### src/rtl/spi_pkg.sv
package spi_pkg;
  localparam int BYTE_W = 8;

  typedef enum logic [1:0] {
    RA_CTRL = 2'd0,
    RA_STAT = 2'd1,
    RA_DATA = 2'd2
  } reg_addr_e;

  // control register bits
  localparam int C_IEN = 7;
  localparam int C_PEN = 6;
  localparam int C_MST = 4;
  // control/status register bits
  localparam int S_DONE  = 7;
  localparam int S_FAULT = 4;
  localparam int S_ODIS  = 2;
  localparam int S_SSM   = 1;
  localparam int S_SSI   = 0;
endpackage

### src/rtl/spi_clkdiv.sv
module spi_clkdiv #(
  parameter int DIV = 8
) (
  input  logic clk,
  input  logic rst_n,
  input  logic run,
  output logic sck,
  output logic rise,
  output logic fall
);
  localparam int CW   = (DIV > 2) ? $clog2(DIV) : 1;
  localparam int HALF = DIV / 2;

  logic [CW-1:0] cnt;
  logic          sck_q;

  assign rise = run && (cnt == CW'(HALF - 1));
  assign fall = run && (cnt == CW'(DIV - 1));
  assign sck  = sck_q;

  always_ff @(posedge clk or negedge rst_n) begin
    if (!rst_n) begin
      cnt   <= '0;
      sck_q <= 1'b0;
    end else if (!run) begin
      cnt   <= '0;
      sck_q <= 1'b0;
    end else begin
      cnt <= fall ? '0 : cnt + 1'b1;
      if (rise) sck_q <= 1'b1;
      if (fall) sck_q <= 1'b0;
    end
  end
endmodule

### src/rtl/spi_shifter.sv
module spi_shifter #(
  parameter int W = 8
) (
  input  logic         clk,
  input  logic         rst_n,
  input  logic         clr,
  input  logic         load,
  input  logic [W-1:0] ld_data,
  input  logic         rise,
  input  logic         fall,
  input  logic         sin,
  output logic         sout,
  output logic         fin,
  output logic         mid,
  output logic [W-1:0] rx
);
  localparam int BCW = (W > 2) ? $clog2(W) : 1;

  logic [W-1:0]   sh;
  logic           samp;
  logic [BCW-1:0] bcnt;

  assign sout = sh[W-1];
  assign rx   = {sh[W-2:0], samp};
  assign mid  = (bcnt != '0);
  assign fin  = fall && (bcnt == BCW'(W - 1)) && !clr && !load;

  always_ff @(posedge clk or negedge rst_n) begin
    if (!rst_n) begin
      sh   <= '0;
      samp <= 1'b0;
      bcnt <= '0;
    end else if (clr) begin
      bcnt <= '0;
    end else if (load) begin
      sh   <= ld_data;
      bcnt <= '0;
    end else begin
      if (rise) samp <= sin;
      if (fall) begin
        sh   <= {sh[W-2:0], samp};
        bcnt <= (bcnt == BCW'(W - 1)) ? '0 : bcnt + 1'b1;
      end
    end
  end

  AST_ONE_EDGE: assert property (@(posedge clk) disable iff (!rst_n)
    !(rise && fall));
endmodule

### src/rtl/spi_ctl.sv
module spi_ctl
  import spi_pkg::*;
#(
  parameter int DIV = 8
) (
  input  logic       clk,
  input  logic       rst_n,
  input  logic [1:0] bus_addr,
  input  logic       bus_wr,
  input  logic       bus_rd,
  input  logic [7:0] bus_wdata,
  output logic [7:0] bus_rdata,
  output logic       irq,
  output logic       sck_o,
  output logic       sck_oe,
  input  logic       sck_i,
  output logic       mosi_o,
  output logic       mosi_oe,
  input  logic       mosi_i,
  output logic       miso_o,
  output logic       miso_oe,
  input  logic       miso_i,
  input  logic       ss_n_i
);
  // register state
  logic ien, pen, mst;
  logic done, fault, odis, ssm, ssi;
  logic done_arm, fault_arm, busy;
  logic [BYTE_W-1:0] rxbuf;

  // input synchronizers
  logic [2:0] sck_sy;
  logic [1:0] mosi_sy, ss_sy;

  always_ff @(posedge clk or negedge rst_n) begin
    if (!rst_n) begin
      sck_sy  <= '0;
      mosi_sy <= '0;
      ss_sy   <= '1;
    end else begin
      sck_sy  <= {sck_sy[1:0], sck_i};
      mosi_sy <= {mosi_sy[0], mosi_i};
      ss_sy   <= {ss_sy[0], ss_n_i};
    end
  end

  // bus decode
  logic wr_ctrl, wr_stat, rd_stat, acc_stat, acc_data, wr_data;
  assign wr_ctrl  = bus_wr && (bus_addr == RA_CTRL);
  assign wr_stat  = bus_wr && (bus_addr == RA_STAT);
  assign rd_stat  = bus_rd && (bus_addr == RA_STAT);
  assign acc_stat = (bus_wr || bus_rd) && (bus_addr == RA_STAT);
  assign acc_data = (bus_wr || bus_rd) && (bus_addr == RA_DATA);
  assign wr_data  = bus_wr && (bus_addr == RA_DATA);

  // select, fault and edge sources
  logic ss_int, fault_hit, slv_on;
  logic m_rise, m_fall, s_rise, s_fall, sck_q;
  logic sh_fin, sh_mid, sh_out, sh_clr, sh_load, sh_rise, sh_fall, sh_in;
  logic [BYTE_W-1:0] sh_rx;

  assign ss_int    = ssm ? ssi : ss_sy[1];
  assign fault_hit = pen && mst && !ss_int;
  assign slv_on    = pen && !mst && !ss_int;
  assign s_rise    = slv_on && sck_sy[1] && !sck_sy[2];
  assign s_fall    = slv_on && !sck_sy[1] && sck_sy[2];

  logic dr_lock, wr_ok, start;
  assign dr_lock = done && !done_arm;
  assign wr_ok   = wr_data && !dr_lock && pen && !fault_hit &&
                   (mst ? !busy : (!sh_mid && slv_on));
  assign start   = wr_ok && mst;

  assign sh_clr  = fault_hit || (!mst && !slv_on);
  assign sh_load = wr_ok;
  assign sh_rise = mst ? m_rise : s_rise;
  assign sh_fall = mst ? m_fall : s_fall;
  assign sh_in   = mst ? miso_i : mosi_sy[1];

  spi_clkdiv #(.DIV(DIV)) u_clkdiv (
    .clk  (clk),
    .rst_n(rst_n),
    .run  (busy),
    .sck  (sck_q),
    .rise (m_rise),
    .fall (m_fall)
  );

  spi_shifter #(.W(BYTE_W)) u_shift (
    .clk    (clk),
    .rst_n  (rst_n),
    .clr    (sh_clr),
    .load   (sh_load),
    .ld_data(bus_wdata),
    .rise   (sh_rise),
    .fall   (sh_fall),
    .sin    (sh_in),
    .sout   (sh_out),
    .fin    (sh_fin),
    .mid    (sh_mid),
    .rx     (sh_rx)
  );

  always_ff @(posedge clk or negedge rst_n) begin
    if (!rst_n) begin
      ien <= 1'b0; pen <= 1'b0; mst <= 1'b0;
      odis <= 1'b0; ssm <= 1'b0; ssi <= 1'b0;
      done <= 1'b0; done_arm <= 1'b0;
      fault <= 1'b0; fault_arm <= 1'b0;
      busy <= 1'b0;
      rxbuf <= '0;
    end else begin
      if (wr_ctrl) begin
        ien <= bus_wdata[C_IEN];
        pen <= bus_wdata[C_PEN];
        mst <= bus_wdata[C_MST];
      end
      if (wr_stat) begin
        odis <= bus_wdata[S_ODIS];
        ssm  <= bus_wdata[S_SSM];
        ssi  <= bus_wdata[S_SSI];
      end

      // mode fault and its clearing sequence
      if (fault_hit) begin
        fault <= 1'b1;
        pen   <= 1'b0;
        mst   <= 1'b0;
      end else if (wr_ctrl && fault_arm) begin
        fault     <= 1'b0;
        fault_arm <= 1'b0;
      end else if (acc_stat && fault) begin
        fault_arm <= 1'b1;
      end

      // completion and its clearing sequence
      if (sh_fin) begin
        done     <= 1'b1;
        done_arm <= 1'b0;
        rxbuf    <= sh_rx;
      end else if (acc_data && done_arm) begin
        done     <= 1'b0;
        done_arm <= 1'b0;
      end else if (rd_stat && done) begin
        done_arm <= 1'b1;
      end

      // master exchange in flight
      if (fault_hit)          busy <= 1'b0;
      else if (start)         busy <= 1'b1;
      else if (sh_fin && mst) busy <= 1'b0;
    end
  end

  always_comb begin
    bus_rdata = '0;
    case (bus_addr)
      RA_CTRL: begin
        bus_rdata[C_IEN] = ien;
        bus_rdata[C_PEN] = pen;
        bus_rdata[C_MST] = mst;
      end
      RA_STAT: begin
        bus_rdata[S_DONE]  = done;
        bus_rdata[S_FAULT] = fault;
        bus_rdata[S_ODIS]  = odis;
        bus_rdata[S_SSM]   = ssm;
        bus_rdata[S_SSI]   = ssi;
      end
      RA_DATA: bus_rdata = rxbuf;
      default: bus_rdata = '0;
    endcase
  end

  assign irq     = ien && (done || fault);
  assign sck_o   = sck_q;
  assign sck_oe  = pen && mst;
  assign mosi_o  = sh_out;
  assign mosi_oe = pen && mst && !odis;
  assign miso_o  = sh_out;
  assign miso_oe = pen && !mst && !odis;

  AST_FAULT_RELEASES: assert property (@(posedge clk) disable iff (!rst_n)
    $rose(fault) |-> (!mst && !pen && !busy && !sck_oe));
  AST_FAULT_CLEAR_SEQ: assert property (@(posedge clk) disable iff (!rst_n)
    $fell(fault) |-> ($past(bus_wr) && $past(bus_addr) == RA_CTRL));
  AST_DONE_CLEAR_SEQ: assert property (@(posedge clk) disable iff (!rst_n)
    $fell(done) |-> (($past(bus_wr) || $past(bus_rd)) && $past(bus_addr) == RA_DATA));
  AST_DATA_LOCKED: assert property (@(posedge clk) disable iff (!rst_n)
    (wr_data && done && !done_arm && !busy) |=> !busy);
  AST_SCK_IDLE_LOW: assert property (@(posedge clk) disable iff (!rst_n)
    $past(!busy) |-> !sck_o);
endmodule

### config.mk
export PLATFORM = sky130hd
export DESIGN_NAME = spi_ctl
export DESIGN_NICKNAME = d
export VERILOG_FILES = /design/src/rtl/spi_pkg.sv /design/src/rtl/spi_clkdiv.sv /design/src/rtl/spi_shifter.sv /design/src/rtl/spi_ctl.sv
export SDC_FILE = /design/constraint.sdc
export NUM_CORES = 1
export LEC_CHECK = 0
export BUFFER_PORTS_ARGS = -buffer_cell sky130_fd_sc_hd__buf_2
export CAP_MARGIN = 20
export CORE_ASPECT_RATIO = 1.2
export CORE_MARGIN = 2
export CORE_UTILIZATION = 60
export DETAILED_ROUTE_END_ITERATION = 6
export GPL_ROUTABILITY_DRIVEN = 0
export GPL_TIMING_DRIVEN = 0
export PLACE_DENSITY = 0.84
export SETUP_SLACK_MARGIN = 0.15
export SYNTH_ARGS = -nofsm -noshare
export SYNTH_HDL_FRONTEND = slang
export SYNTH_SLANG_ARGS = --single-unit
export TNS_END_PERCENT = 1
### constraint.sdc
create_clock -name clk -period 3.2 [get_ports clk]
set_input_delay 0.64 -clock clk [delete_from_list [all_inputs] [get_ports clk]]
set_output_delay 0.64 -clock clk [all_outputs]
set_load 0.005 [all_outputs]
Word-level counts from Yosys, hierarchy flattened
Index checks and enable logic that the tools add are counted.
- register bits after elaboration: 42
- input port bits: 18
- output and inout port bits: 15
- word-level logic and storage cells: 133
- $add $sub $neg: 2
- equality and inequality tests: 6
- mux-type cells: 38
- bitwise operators: 3
- reductions and logical operators: 64
- operators with widths (operator ; count):
    $logic_and 1x1->1 ; 35
    $mux 1 ; 26
    $mux 3 ; 6
    $mux 8 ; 2
    $logic_not 1->1 ; 13
    $reduce_bool 3->1 ; 4
    $reduce_bool 2->1 ; 5
    $add 3x1->3 const B ; 2
    $eq 3x3->1 const B ; 2
    $pmux 1 s3 ; 2
    $pmux 3 s2 ; 1
    $reduce_and 2->1 ; 2
    $eq 3x2->1 const B ; 1
    $logic_or 1x1->1 ; 3
    $ne 3x1->1 const B ; 1
    $not 1->1 ; 3
    $reduce_and 3->1 ; 1
    $eq 2x1->1 const B ; 1
    $eq 2x2->1 const B ; 1
    $logic_not 2->1 ; 1
    $pmux 1 s2 ; 1

Logic depth before layout (Yosys ltp)
- depth in word-level cells: 13
- depth in mapped cells: 8
- mapped depth without buffers: 7

Modules after synthesis
Synthesis repeated with hierarchy kept, for this count alone.
- cells, all modules: 190
- area total of the unflattened synthesis: 2123.3 um^2
- modules (own cells, without submodules) (module ; times used ; cells each ; area an instance (um^2) ; seq. area each (um^2)):
    spi_ctl ; 1 ; 108 ; 1258.7 ; 653.1
    spi_shifter ; 1 ; 65 ; 669.4 ; 300.3
    spi_clkdiv ; 1 ; 17 ; 195.2 ; 100.1

Worst setup path after synthesis
OpenSTA, ideal clock, no wires.
- kind: input to register
- start point: input port bus_addr[0]
- end point: register rxbuf[1]
- setup time: 125 ps
- data arrival time: 1950 ps
- data required time: 3075 ps
- slack: 1125 ps
- stages on the path: 8
- path buffers: 1
- cells stage by stage: inv_1 > ha_1 > and3_2 > nand3_4 > o22ai_4 > nor3b_4 > buf_6 > mux2_4
- word-level cells in the longest chain between the ends: 8
- RTL lines (what ; line ; RTL):
    start: declaration ; spi_ctl.sv:8 ; input logic [1:0] bus_addr,
    $eq 2x2->1 ; spi_ctl.sv:54 ; assign wr_data = bus_wr && (bus_addr == RA_DATA);
    $logic_and 1x1->1 ; spi_ctl.sv:54 ;
    $logic_and 1x1->1 (4 in a row) ; spi_ctl.sv:70 ; assign wr_ok = wr_data && !dr_lock && pen && !fault_hit &&
    $logic_not 1->1 ; spi_shifter.sv:26 ; assign fin = fall && (bcnt == BCW'(W - 1)) && !clr && !load;
    $logic_and 1x1->1 ; spi_shifter.sv:26 ;
    end signal: assignment ; spi_ctl.sv:140 ; rxbuf <= sh_rx;
    end: declaration ; spi_ctl.sv:29 ; logic [BYTE_W-1:0] rxbuf;
No other way between the ends.
A chain may end at the register's enable or synchronous reset.

Final worst setup path
- start point: input port bus_addr[0]
- end point: output port bus_rdata[4]
- word-level cells in the longest chain between the ends: 2
- RTL lines (what ; line ; RTL):
    $eq 2x2->1 (tied with other cells) ; spi_ctl.sv:157 ; case (bus_addr)
    $pmux 1 s3 * ; spi_ctl.sv:157 ;
    end: declaration ; spi_ctl.sv:12 ; output logic [7:0] bus_rdata,
Every way passes the cells marked *; elsewhere a longest branch is shown, timed or not.

==> flow_summary.toml <==
[clocking]
htree_levels = 2
clkLatencyLatePin_ns = 0.30
clk_pin_slew_ns = 0.08
cts_buffers = 5
clock-sinks = 42
cts_tree = "done"
cts_resized = 0
cts-root-buf = "clkbuf_8"
clockBufferDepth = 2
cts_hold_buf = 0
cts_setup_buffers = 0

[hold_path]
hold_path_class = "reg2reg"

[die]
die_h_um = 69.2
core_area_um2 = 3370
start_util_pct = 63.1
num_rows = 23
die_w_um = 58.3
ios = 33
die-area_um2 = 4030

[timing]
finClkSkew_ns = 0.0114
period_share_pct = 77.4
timing.slew.headroom_pct = 38.7
hold_viol = 0
drv_slew = 0
fin_setup_tns_ns = 0
setup_viol = 0
worstMarginPinSlew_ns = 0.919
max_freq_ghz = 0.404
rsz0062_at_grt = "no"
period_needed_ns = 2.48

[critical_path]
endpoint = "bus_rdata[4]"
cp.required_ns = 2.56
worstPathArrival_ns = 1.84
reg2reg_slack_ns = 1.21
worstSetupStartpoint = "bus_addr[0]"
start_kind = "input port"
timing.rr.end = "u_shift.sh[3]"
path_max_fanout = 10
critPathKind = "in2out"
reg2reg_depth = 6
setup.worst_path.end_class = "output pin"
timing.rr.start = "u_clkdiv.cnt[0]"

[synth]
synth_edf_count = 0
synth-async-reset-ratio_pct = 100
synth_top_flop_cell = "dfrtp_1"
ys_ff_latch = 42
avgSynthCellArea_um2 = 12.3
yosysTopAreaCellShare_pct = 47.1
synth_largest_area_cell = "dfrtp_1"
netlist-cell-type-count = 48
ys_seq_area_share_pct = 49.6
post_synth_inst_count = 173
netlist_area_um2 = 2120
syn-num-nets = 201
ys_warn_count = 0
synth_area_leaders = "dfrtp_1 47%, ha_1 5.9%, mux2_4 4.9%, a2bb2oi_1 3.3%, mux2_2 3.2%"

[final_layout]
nNetsFinal = 239
drive_gt1_share_pct = 34.9
antenna_cells = 0
mostFrequentLayoutCells = "40 x dfrtp_1, 31 x buf_2, 15 x nor2_1, 10 x ha_1, 9 x inv_1"
final_common_cell = "dfrtp_1"
fillerInstances = 231
area_growth_pct = 14.0

[pwr]
total_power_mw = 1.43
vdd_drop_max_mv = 0.487
power_density_nw_per_um2 = 592
p_leak_nw = 1.17

[route]
first_pass_iters = 6
drcViolationCount = 0
drt-vias-per-instance = 6.01
drt_iter0_drc = 69
wirelength_um = 4340
vias = 1497
ant_nets = 0
wire_per_inst_um = 17.4

[grt]
overflow = 0
antenna_found_initial = 0
grt_max_degree = 43
gr-usage-all-layers_pct = 24.6
grt_pass1_wl_um = 7580
grt_pass1_vias = 1625

[run]
cap_violations = 0

[place]
port_buffers = 31
hpwl_um = 3240

[outcome]
status = "finished clean"
[cell usage after synthesis, types with 2 or more instances]
| library cell | n |
|---|---|
| a2bb2oi_1 | 8 |
| mux2_2 | 6 |
| buf_6 | 3 |
| and2_1 | 2 |
| a22oi_1 | 3 |
| dfstp_2 | 2 |
| or2b_1 | 2 |
| nand2_1 | 7 |
| inv_1 | 9 |
| ha_1 | 10 |
| o211ai_1 | 2 |
| mux2_4 | 7 |
| buf_4 | 2 |
| dfrtp_1 | 40 |
| o22ai_1 | 8 |
| nor2b_1 | 3 |
| a21oi_1 | 5 |
| o21ai_0 | 2 |
| mux2i_1 | 3 |
| a222oi_1 | 2 |
| clkbuf_1 | 2 |
| nand3_1 | 4 |
| or2_1 | 2 |
| nor2_1 | 15 |
[worst min path at each step]
stage / from / slack [ns] / cells after the start / to
3_5_place_dp: mosi_sy[0] / 0.34 / 0 / mosi_sy[1]
4_1_cts: mosi_sy[0] / 0.35 / 0 / mosi_sy[1]
3_3_place_gp: mosi_sy[0] / 0.34 / 0 / mosi_sy[1]
6_report: mosi_sy[0] / 0.35 / 0 / mosi_sy[1]
2_1_floorplan: mosi_sy[0] / 0.33 / 0 / mosi_sy[1]
5_1_grt: mosi_sy[0] / 0.36 / 0 / mosi_sy[1]
[sequential cells by signal (all words and copies together), names as in the netlist, 2 cells and up]
name,flops
mosi_sy,2
rxbuf,8
sck_sy,3
ss_sy,2
u_clkdiv.cnt,3
u_shift.bcnt,3
u_shift.sh,8
[logic make-up after synthesis]
group                    Yosys count  share of synthesized area (%)
AND/OR/NAND/NOR                   43                           11.8
buffers and inverters             17                           4.89
AO/OA/AOI/OAI                     44                           17.6
adder cells (fa/ha/maj)           10                           5.89
flip-flops                        42                           49.6
multiplexers                      17                           10.2
[power by group]
| part | internal, mW | switching (mW) | leakage, nW |
|---|---|---|---|
| combinational | 0.178 | 0.160 | 0.591 |
| clock | 0.173 | 0.185 | 0.0472 |
| sequential | 0.635 | 0.100 | 0.534 |
[layout make-up]
type                    count  area (um2)  share of cell area (%)
inverters                   9        33.8                    1.40
repair buffers             31         155                    6.41
clock inverters             2        12.5                   0.517
clock buffers               6        82.6                    3.41
well taps                  37        46.3                    1.91
flip-flops and latches     42        1050                    43.5
plain buffers               8        70.1                    2.90
multi-input cells         114         966                    39.9
[worst max-delay path, cell delays in order]
cell and delay, ns:
buf_2 0.11, inv_1 0.06, ha_1 0.20, clkbuf_1 0.24
a222oi_1 0.38, nor2_1 0.06, buf_2 0.13
[per-layer routing]
| layer | GRT usage, % | share of wire, % | vias up |
|---|---|---|---|
| met5 | 0 | 0 | - |
| met3 | 6.00 | 3.8 | 11 |
| met2 | 40.6 | 53 | 35 |
| met1 | 30.0 | 41 | 751 |
| met4 | 10.6 | 2.0 | 0 |
| li1 | - | - | 700 |
[through the flow]
stage | cell area [um2] | setup slack, ns | instances | utilization, % | hold WS (ns)
2_1_floorplan | 2120 | 1.12 | 173 | - | 0.331
3_3_place_gp | 2320 | 0.733 | 241 | 69.0 | 0.335
3_5_place_dp | 2320 | 0.740 | 241 | 69.0 | 0.336
4_1_cts | 2420 | 0.724 | 249 | 71.9 | 0.355
5_1_grt | 2420 | 0.574 | 249 | 71.9 | 0.356
6_report | 2420 | 0.722 | 249 | 71.9 | 0.352
Note: power is estimated with default switching activity, not from simulation.
